File: src/rtl/eesd_pkg.sv
package eesd_pkg;

  // Edge match for one point: neg=0 wants 0->1, neg=1 wants 1->0.
  function automatic logic edge_match(input logic neg, input logic was, input logic now);
    return neg ? (was & ~now) : (~was & now);
  endfunction

  // Next flag value for one point.
  function automatic logic flag_next(input logic cur, input logic cap, input logic clr);
    return (cur | cap) & ~clr;
  endfunction

  // Next arm value for one point.
  function automatic logic arm_next(input logic cur, input logic set, input logic clr);
    return (cur | set) & ~clr;
  endfunction

endpackage

File: src/rtl/eesd_polarity.sv
module eesd_polarity #(
  parameter int NGRP   = 12,
  parameter int LO_GRP = 8,
  parameter int GRP_W  = 4
) (
  input  logic                    clk,
  input  logic                    rst_n,
  input  logic                    lo_we,
  input  logic [LO_GRP-1:0]       lo_d,
  input  logic                    hi_we,
  input  logic [NGRP-LO_GRP-1:0]  hi_d,
  output logic [NGRP*GRP_W-1:0]   pt_neg
);
  localparam int HI_GRP = NGRP - LO_GRP;

  logic [LO_GRP-1:0] lo_q;
  logic [HI_GRP-1:0] hi_q;
  logic              past_ok;

  always_ff @(posedge clk) begin
    if (!rst_n) begin
      lo_q    <= '0;
      hi_q    <= '0;
      past_ok <= 1'b0;
    end else begin
      past_ok <= 1'b1;
      if (lo_we) lo_q <= lo_d;
      if (hi_we) hi_q <= hi_d;
    end
  end

  for (genvar g = 0; g < NGRP; g++) begin : g_expand
    if (g < LO_GRP) begin : g_lo
      assign pt_neg[g*GRP_W +: GRP_W] = {GRP_W{lo_q[g]}};
    end else begin : g_hi
      assign pt_neg[g*GRP_W +: GRP_W] = {GRP_W{hi_q[g-LO_GRP]}};
    end
  end

  a_r3_lo_write: assert property (@(posedge clk) disable iff (!rst_n)
    (past_ok && $past(lo_we)) |-> (lo_q == $past(lo_d)));
  a_r3_hi_write: assert property (@(posedge clk) disable iff (!rst_n)
    (past_ok && $past(hi_we)) |-> (hi_q == $past(hi_d)));
  a_r3_hold: assert property (@(posedge clk) disable iff (!rst_n)
    (past_ok && !$past(lo_we) && !$past(hi_we)) |-> ($stable(lo_q) && $stable(hi_q)));

endmodule

File: src/rtl/eesd_edge_detect.sv
module eesd_edge_detect #(
  parameter int NPTS = 48
) (
  input  logic            clk,
  input  logic            rst_n,
  input  logic [NPTS-1:0] lvl,
  input  logic [NPTS-1:0] neg,
  output logic [NPTS-1:0] hit
);
  import eesd_pkg::*;

  logic [NPTS-1:0] prev_q;
  logic            past_ok;

  always_ff @(posedge clk) begin
    if (!rst_n) begin
      prev_q  <= '0;
      past_ok <= 1'b0;
    end else begin
      prev_q  <= lvl;
      past_ok <= 1'b1;
    end
  end

  for (genvar i = 0; i < NPTS; i++) begin : g_pt
    assign hit[i] = edge_match(neg[i], prev_q[i], lvl[i]);
  end

  // no detection without a level change since the last edge
  a_r10_hit_needs_change: assert property (@(posedge clk) disable iff (!rst_n)
    past_ok |-> ((hit & ~(lvl ^ $past(lvl))) == '0));

endmodule

File: src/rtl/eesd_flag_bank.sv
module eesd_flag_bank #(
  parameter int NPORT  = 6,
  parameter int PORT_W = 8,
  parameter int PIDX_W = 3
) (
  input  logic                    clk,
  input  logic                    rst_n,
  input  logic [NPORT*PORT_W-1:0] hit,
  input  logic                    we,
  input  logic [PIDX_W-1:0]       port,
  input  logic [PORT_W-1:0]       data,
  output logic [NPORT*PORT_W-1:0] flag
);
  import eesd_pkg::*;
  localparam int NPTS = NPORT * PORT_W;

  logic [NPTS-1:0] arm_q;
  logic [NPTS-1:0] flag_q;
  logic [NPTS-1:0] set_vec;
  logic [NPTS-1:0] clr_vec;
  logic [NPTS-1:0] cap_vec;
  logic            past_ok;

  for (genvar p = 0; p < NPORT; p++) begin : g_port
    logic sel;
    assign sel = we && (port == PIDX_W'(p));
    assign set_vec[p*PORT_W +: PORT_W] = sel ? data  : '0;
    assign clr_vec[p*PORT_W +: PORT_W] = sel ? ~data : '0;
  end

  assign cap_vec = hit & arm_q;

  always_ff @(posedge clk) begin
    if (!rst_n) begin
      arm_q   <= '0;
      flag_q  <= '0;
      past_ok <= 1'b0;
    end else begin
      past_ok <= 1'b1;
      for (int i = 0; i < NPTS; i++) begin
        flag_q[i] <= flag_next(flag_q[i], cap_vec[i], clr_vec[i]);
        arm_q[i]  <= arm_next(arm_q[i], set_vec[i], clr_vec[i]);
      end
    end
  end

  assign flag = flag_q;

  // a clear always leaves the flag at 0
  a_r7_clear_wins: assert property (@(posedge clk) disable iff (!rst_n)
    past_ok |-> ((flag_q & $past(clr_vec)) == '0));
  // set flags without a clear stay set
  a_r4_sticky: assert property (@(posedge clk) disable iff (!rst_n)
    past_ok |-> (($past(flag_q & ~clr_vec) & ~flag_q) == '0));
  // a newly set flag needs a detected edge
  a_r1_flag_from_hit: assert property (@(posedge clk) disable iff (!rst_n)
    past_ok |-> (((flag_q & ~$past(flag_q)) & ~$past(hit)) == '0));
  // a newly set flag needs the point armed beforehand
  a_r5_flag_needs_arm: assert property (@(posedge clk) disable iff (!rst_n)
    past_ok |-> (((flag_q & ~$past(flag_q)) & ~$past(arm_q)) == '0));
  // out-of-range port writes change no arm bit
  a_r9_bad_port: assert property (@(posedge clk) disable iff (!rst_n)
    (past_ok && $past(we) && ($past(int'(port)) >= NPORT)) |-> $stable(arm_q));

endmodule

File: src/rtl/edge_event_sense.sv
module edge_event_sense #(
  parameter int NPORT  = 6,
  parameter int PORT_W = 8,
  parameter int GRP_W  = 4,
  parameter int LO_GRP = 8,
  parameter int PIDX_W = 3,
  parameter int NPTS   = NPORT * PORT_W,
  parameter int NGRP   = NPTS / GRP_W
) (
  input  logic                   clk,
  input  logic                   rst_n,
  input  logic [NPTS-1:0]        pin_lvl,
  input  logic                   pol_lo_we,
  input  logic [LO_GRP-1:0]      pol_lo_d,
  input  logic                   pol_hi_we,
  input  logic [NGRP-LO_GRP-1:0] pol_hi_d,
  input  logic                   arm_we,
  input  logic [PIDX_W-1:0]      arm_port,
  input  logic [PORT_W-1:0]      arm_data,
  input  logic                   irq_en,
  output logic [NPTS-1:0]        evt_flag,
  output logic                   irq
);
  logic [NPTS-1:0] pt_neg;
  logic [NPTS-1:0] pt_hit;
  logic            any_flag;

  eesd_polarity #(.NGRP(NGRP), .LO_GRP(LO_GRP), .GRP_W(GRP_W)) u_pol (
    .clk(clk), .rst_n(rst_n),
    .lo_we(pol_lo_we), .lo_d(pol_lo_d),
    .hi_we(pol_hi_we), .hi_d(pol_hi_d),
    .pt_neg(pt_neg)
  );

  eesd_edge_detect #(.NPTS(NPTS)) u_edge (
    .clk(clk), .rst_n(rst_n),
    .lvl(pin_lvl), .neg(pt_neg), .hit(pt_hit)
  );

  eesd_flag_bank #(.NPORT(NPORT), .PORT_W(PORT_W), .PIDX_W(PIDX_W)) u_flags (
    .clk(clk), .rst_n(rst_n),
    .hit(pt_hit), .we(arm_we), .port(arm_port), .data(arm_data),
    .flag(evt_flag)
  );

  assign any_flag = |evt_flag;
  assign irq      = irq_en & any_flag;

  // disabled interrupt never asserts; enabled one follows the flags
  a_r8_irq_off: assert property (@(posedge clk) disable iff (!rst_n)
    !irq_en |-> !irq);
  a_r8_irq_on: assert property (@(posedge clk) disable iff (!rst_n)
    (irq_en && (evt_flag != '0)) |-> irq);
  // nothing pending while in reset
  a_r11_reset_quiet: assert property (@(posedge clk)
    $past(!rst_n) |-> (evt_flag == '0));

endmodule

File: config.mk
export PLATFORM = sky130hd
export DESIGN_NAME = edge_event_sense
export DESIGN_NICKNAME = d
export VERILOG_FILES = /design/src/rtl/eesd_pkg.sv /design/src/rtl/eesd_polarity.sv /design/src/rtl/eesd_edge_detect.sv /design/src/rtl/eesd_flag_bank.sv /design/src/rtl/edge_event_sense.sv
export SDC_FILE = /design/constraint.sdc
export NUM_CORES = 1
export LEC_CHECK = 0
export BUFFER_PORTS_ARGS = -buffer_cell sky130_fd_sc_hd__buf_2
export CELL_PAD_IN_SITES_DETAIL_PLACEMENT = 1
export CELL_PAD_IN_SITES_GLOBAL_PLACEMENT = 2
export CORE_MARGIN = 1
export CORE_UTILIZATION = 33
export DETAILED_ROUTE_END_ITERATION = 8
export PLACE_DENSITY_LB_ADDON = 0.1
export RECOVER_POWER = 50
export SLEW_MARGIN = 20
export SYNTH_ARGS = -nofsm -noshare
export SYNTH_HDL_FRONTEND = slang
export SYNTH_SLANG_ARGS = --single-unit
File: constraint.sdc
create_clock -name clk -period 1.37 [get_ports clk]
set_input_delay 0.137 -clock clk [delete_from_list [all_inputs] [get_ports clk]]
set_output_delay 0.137 -clock clk [all_outputs]
set_load 0.005 [all_outputs]
[After elaboration in Yosys (flattened, before gate mapping)]
Cells that the tools add are included.
Storage, ports and cells
  input bits: 77
  bits in registers: 156
  logic and storage cells: 513
  output and inout port bits: 49
Cells by class
  bitwise operators: 435
  mux-type cells: 60
  equal/unequal tests: 5
  reduce and logical (&&, ||, !) cells: 8
Operators with widths (number)
  1-bit bitwise AND: 193
  1-bit NOT: 144
  8-bit two-way mux: 12
  1-bit bitwise OR: 96
  48-bit bitwise AND: 1
  1-bit two-way mux: 48
  48-bit OR reduction: 1
  8-bit NOT: 1
  3-bit by 2-bit == test with 1-bit output, second input constant: 2
  3-bit == test, second input constant: 2
  1-bit logical AND: 6
  3-bit by 1-bit == test with 1-bit output, second input constant: 1
  3-bit zero test: 1

[Longest topological paths before layout]
  depth in word-level cells: 6
  gate-level depth with buffers: 6
  mapped depth without buffers: 3

[Cells and area by module]
Synthesis repeated with hierarchy kept, for this count alone.
Unflattened totals
  cell total of the unflattened synthesis: 660
  area total of the unflattened synthesis: 6536.3 µm²
Modules (own cells, without submodules)
  eesd_flag_bank: seq. area each 1921.8 µm², times used 1, area each 3612.2 µm², cells an instance 324
  eesd_edge_detect: seq. area each 960.9 µm², times used 1, area each 2085.8 µm², cells an instance 245
  eesd_polarity: seq. area each 240.2 µm², times used 1, area each 729.4 µm², cells an instance 75
  edge_event_sense: seq. area each 0.0 µm², times used 1, area each 108.9 µm², cells an instance 16

[Worst setup path before layout]
No wires, ideal clock.
  kind: in2reg
  start: input port arm_we
  end: register u_flags.flag_q[1], in the netlist u_flags.flag[1]
  required time: 1.251 ns
  path buffers: 3
  stages on the path: 6
  arrival time: 1.104 ns
  setup slack: 0.147 ns
  library setup time: 0.119 ns
  cells stage by stage: buf_4 > or4b_1 > buf_2 > buf_6 > o21ai_1 > a21oi_1
Between the ends
  longest elaborated chain between the ends: 4
Ends and longest elaborated chain
  start, declared: line edge_event_sense.sv:17  | input logic arm_we,
  1-bit logical AND: line eesd_flag_bank.sv:26  | assign sel = we && (port == PIDX_W'(p));
  8-bit two-way mux: line eesd_flag_bank.sv:28  | assign clr_vec[p*PORT_W +: PORT_W] = sel ? ~data : '0;
  1-bit NOT: line eesd_pkg.sv:10  | return (cur | cap) & ~clr;
  1-bit bitwise AND: line eesd_pkg.sv:10
  end signal, assigned by index: line eesd_flag_bank.sv:41  | flag_q[i] <= flag_next(flag_q[i], cap_vec[i], clr_vec[i]);
  end, declared: line eesd_flag_bank.sv:18  | logic [NPTS-1:0] flag_q;
No other way between the ends.
A chain may end at the register's enable or synchronous reset.

[Final worst setup path]
  start: register u_flags.flag_q[0], in the netlist u_flags.flag[0]
  end: output port irq
Between the ends
  longest elaborated chain between the ends: 2
Ends and longest elaborated chain
  48-bit OR reduction: line edge_event_sense.sv:46  | assign any_flag = |evt_flag;
  1-bit bitwise AND: line edge_event_sense.sv:47  | assign irq = irq_en & any_flag;
  end, declared: line edge_event_sense.sv:22  | output logic irq
No other way between the ends.

==> results.md <==
* Reg clk slew, reported paths at roughly 0.06 ns
* Area of the mapped netlist at approximately 6500 sq um
* Via count at between 5000 and 6000
* Flop pwr share at 0.472
* Die Wd at roughly 140 um
* Asr flop ratio synth at 0
* Post-route non-filler standard cell count at around 1200
* CTS Buffer Depth at 2
* Row cnt at 50
* Vias per cell at 4.85
* CP Capture Type: output pin
* Hold Path Class: in2reg
* Most common cell in the netlist: dfxtp_1
* Leakage at around 3.6 nW
* Peak VDD IR at roughly 0.00087 V
* Final net count at between 1000 and 1500
* Slowest CP cell: dfxtp_2
* Clk_skew at 0.00734 ns
* Syn. warnings at 0
* CTS tree: yes
* Final worst-path cycle share at 1.39
* Largest net degree at the start of global routing at 57
* # placed instances at between 1000 and 1500
* Worst endpoint data arrival time at approximately 1.8 ns
* Height of the die at ~140 um
* RSZ-0062 raised after global routing: true
* Post-synthesis register bit count at between 150 and 200
* Number of I/O pins at roughly 130
* Starting DRT DRC Count at about 220
* Number of buffers created by CTS at 17
* Port buffer count at approximately 130
* Final hold viol count at 0
* Fmax at 526 MHz
* Failing checks: negative setup slack
* Final WS setup at -0.532 ns
* Crit path required time at roughly 1.2 ns
* WS Path Type: reg2out
* Initial antenna violation count at 0
* Dpl hpwl at between 10000 and 15000 um
* Clock share of power at 0.441
* Combinational power share at 0.087
* Status: complete, but fails checks
* Syn Nets at 823
* Endpoints failing setup at 1
* Slew HR at 0.727
* Syn_area_per_cell at between 8 and 9 sq um
* Area Overhead vs Synth at 36.6%
* Largest area contributor in the netlist: dfxtp_1
* Commonest cells in the netlist: 156 x dfxtp_1, 96 x nand2_1, 88 x o21ai_0
* Net switching power at between 2 and 2.5 mW
* Filler cells at between 2000 and 2500
* Post-synth EDFFs at 0
* WL/cell at 16.6 um
* Worst Setup Start Kind: flop
* Diode count at 0
* Routability Congestion at 0.798
* Synth unique cells at 27
* Final min period at approximately 1.9 ns
* Core area at approximately 19000 sq um
* Root Driver: clkbuf_16
* Initial Util at 0.342
* Multi-input logic area at around 3000 sq um
* Clock Latency Late Sink at approximately 0.42 ns
* Sequential-to-total area share from yosys stat at 0.481
* Antenna viol nets, final at 0
* Top-area cell type share of the netlist area at 0.481
* GRT Total Usage at 0.210
* Top_reg_cell synth: dfxtp_1
* DRC Markers at 0
* Mapped Cells at about 750
* Share of cells above drive strength 1 at 0.185
* Setup Slack @ Placement at -0.248 ns
* Global-route wire length before repair at around 32000 um
* # Max-Cap Violations at 0
* Critical path's largest stage delay at roughly 0.33 ns
* Grt ovf at 0
* Vias in the first global route at approximately 6000
* Switching share of power at 0.232
* FF/Latch Area at between 3000 and 4000 sq um
* Initial DRT Pass Iterations at 4
* CP Max Fanout at 2
* H-tree depth at 4
* Int Pwr at a little under 8 mW
* Final Slew Violations at 0
* PwrDens at roughly 1100 nW/um^2
* Crit path cell chain: nor4_4 > buf_4 > nand4_1 > o31a_1 > buf_2
* # clock sinks at about 160
* Slew @ Worst Pin at a little over 0.4 ns
* Ranking of synthesized cells by area: dfxtp_1 48%, o21ai_0 6.8%, and3b_1 6.5%
* Total Die Area at 20300 sq um
* WL final at approximately 20000 um
-- critical path: cells and delay by family, from the launching register on --
family | cells | cell delay [ns]
AO/OA/AOI/OAI | 1 | 0.33
flip-flops | 1 | 0.33
buffers and inverters | 2 | 0.30
AND/OR/NAND/NOR | 2 | 0.39
-- cells by family after synthesis --
logic type	after synthesis	synth area share
AOI/OAI and AO/OA	193	0.169
buffers and inverters	106	0.0645
muxes	12	0.0185
and+or+nand+nor	279	0.267
DFF	156	0.481
-- worst paths after layout --
path	startpoint	to	slack, ns	cells past startpoint
max	u_flags.flag[0]	irq	-0.53	5
min reg2reg	flop	flop	0.46	2
max reg2reg	u_pol.lo_q[4]	u_flags.flag[16]	0.21	3
min	pol_hi_we	u_pol.hi_q[2]	0.08	3
-- power groups by stage --
stage	Clock (mW)	Combinational, mW	Sequential [mW]
global route	4.84	0.977	4.80
global placement	0	0.754	4.87
floorplan	0	0.457	4.83
CTS	4.60	0.918	4.78
finish	4.48	0.882	4.79
detailed placement	0	0.777	4.88
-- cell type report --
class | count | area share
Clock buffer | 23 | 0.0550
Tap cell | 260 | 0.0367
Multi-Input combinational cell | 484 | 0.341
Timing Repair Buffer | 249 | 0.187
Clock inverter | 7 | 0.00733
Sequential cell | 156 | 0.353
Inverter | 48 | 0.0203
-- through the flow --
step | cell area (sq um) | TNS, ns | power, mW | hold slack, ns | utilization
4_1_cts | 8930 | -0.581 | 10.3 | 0.0815 | 0.470
6_report | 8870 | -0.532 | 10.1 | 0.0834 | 0.466
3_5_place_dp | 7720 | -0.250 | 5.66 | 0.365 | 0.406
5_1_grt | 8870 | -0.609 | 10.6 | 0.112 | 0.466
2_1_floorplan | 6500 | 0 | 5.28 | 0.259 | -
3_3_place_gp | 7720 | -0.224 | 5.63 | 0.360 | 0.406
-- per-layer routing --
| layer | track usage | wire (um) | vias up |
|---|---|---|---|
| met1 | 0.265 | 9580 | 2897 |
| li1 | - | - | 2935 |
| met5 | 0 | 0 | - |
| met2 | 0.366 | 10100 | 104 |
| met4 | 0.0515 | 164 | 0 |
| met3 | 0.0410 | 620 | 11 |
-- placed cells by master (no fill, tap or decap), types with 48 or more instances in the layout --
master and n:
and2_1 48, dfxtp_1 152, a21boi_0 48, nand2_1 96, a21oi_1 48, inv_1 48
buf_4 57, dlygate4sd3_1 60, nor3b_1 48, o21ai_0 88, buf_2 75, clkbuf_1 53
and3b_1 48
-- timing repair --
item | in CTS | in global routing
hold buffers | 60 | 0
setup buffers | 1 | 0
resized for setup | 11 | 4
pin swaps | 4 | 3
endpoints found under the setup margin | 1 | 1
endpoints found under the hold margin | 60 | 0
No activity file was read; power rests on OpenSTA's default activity.
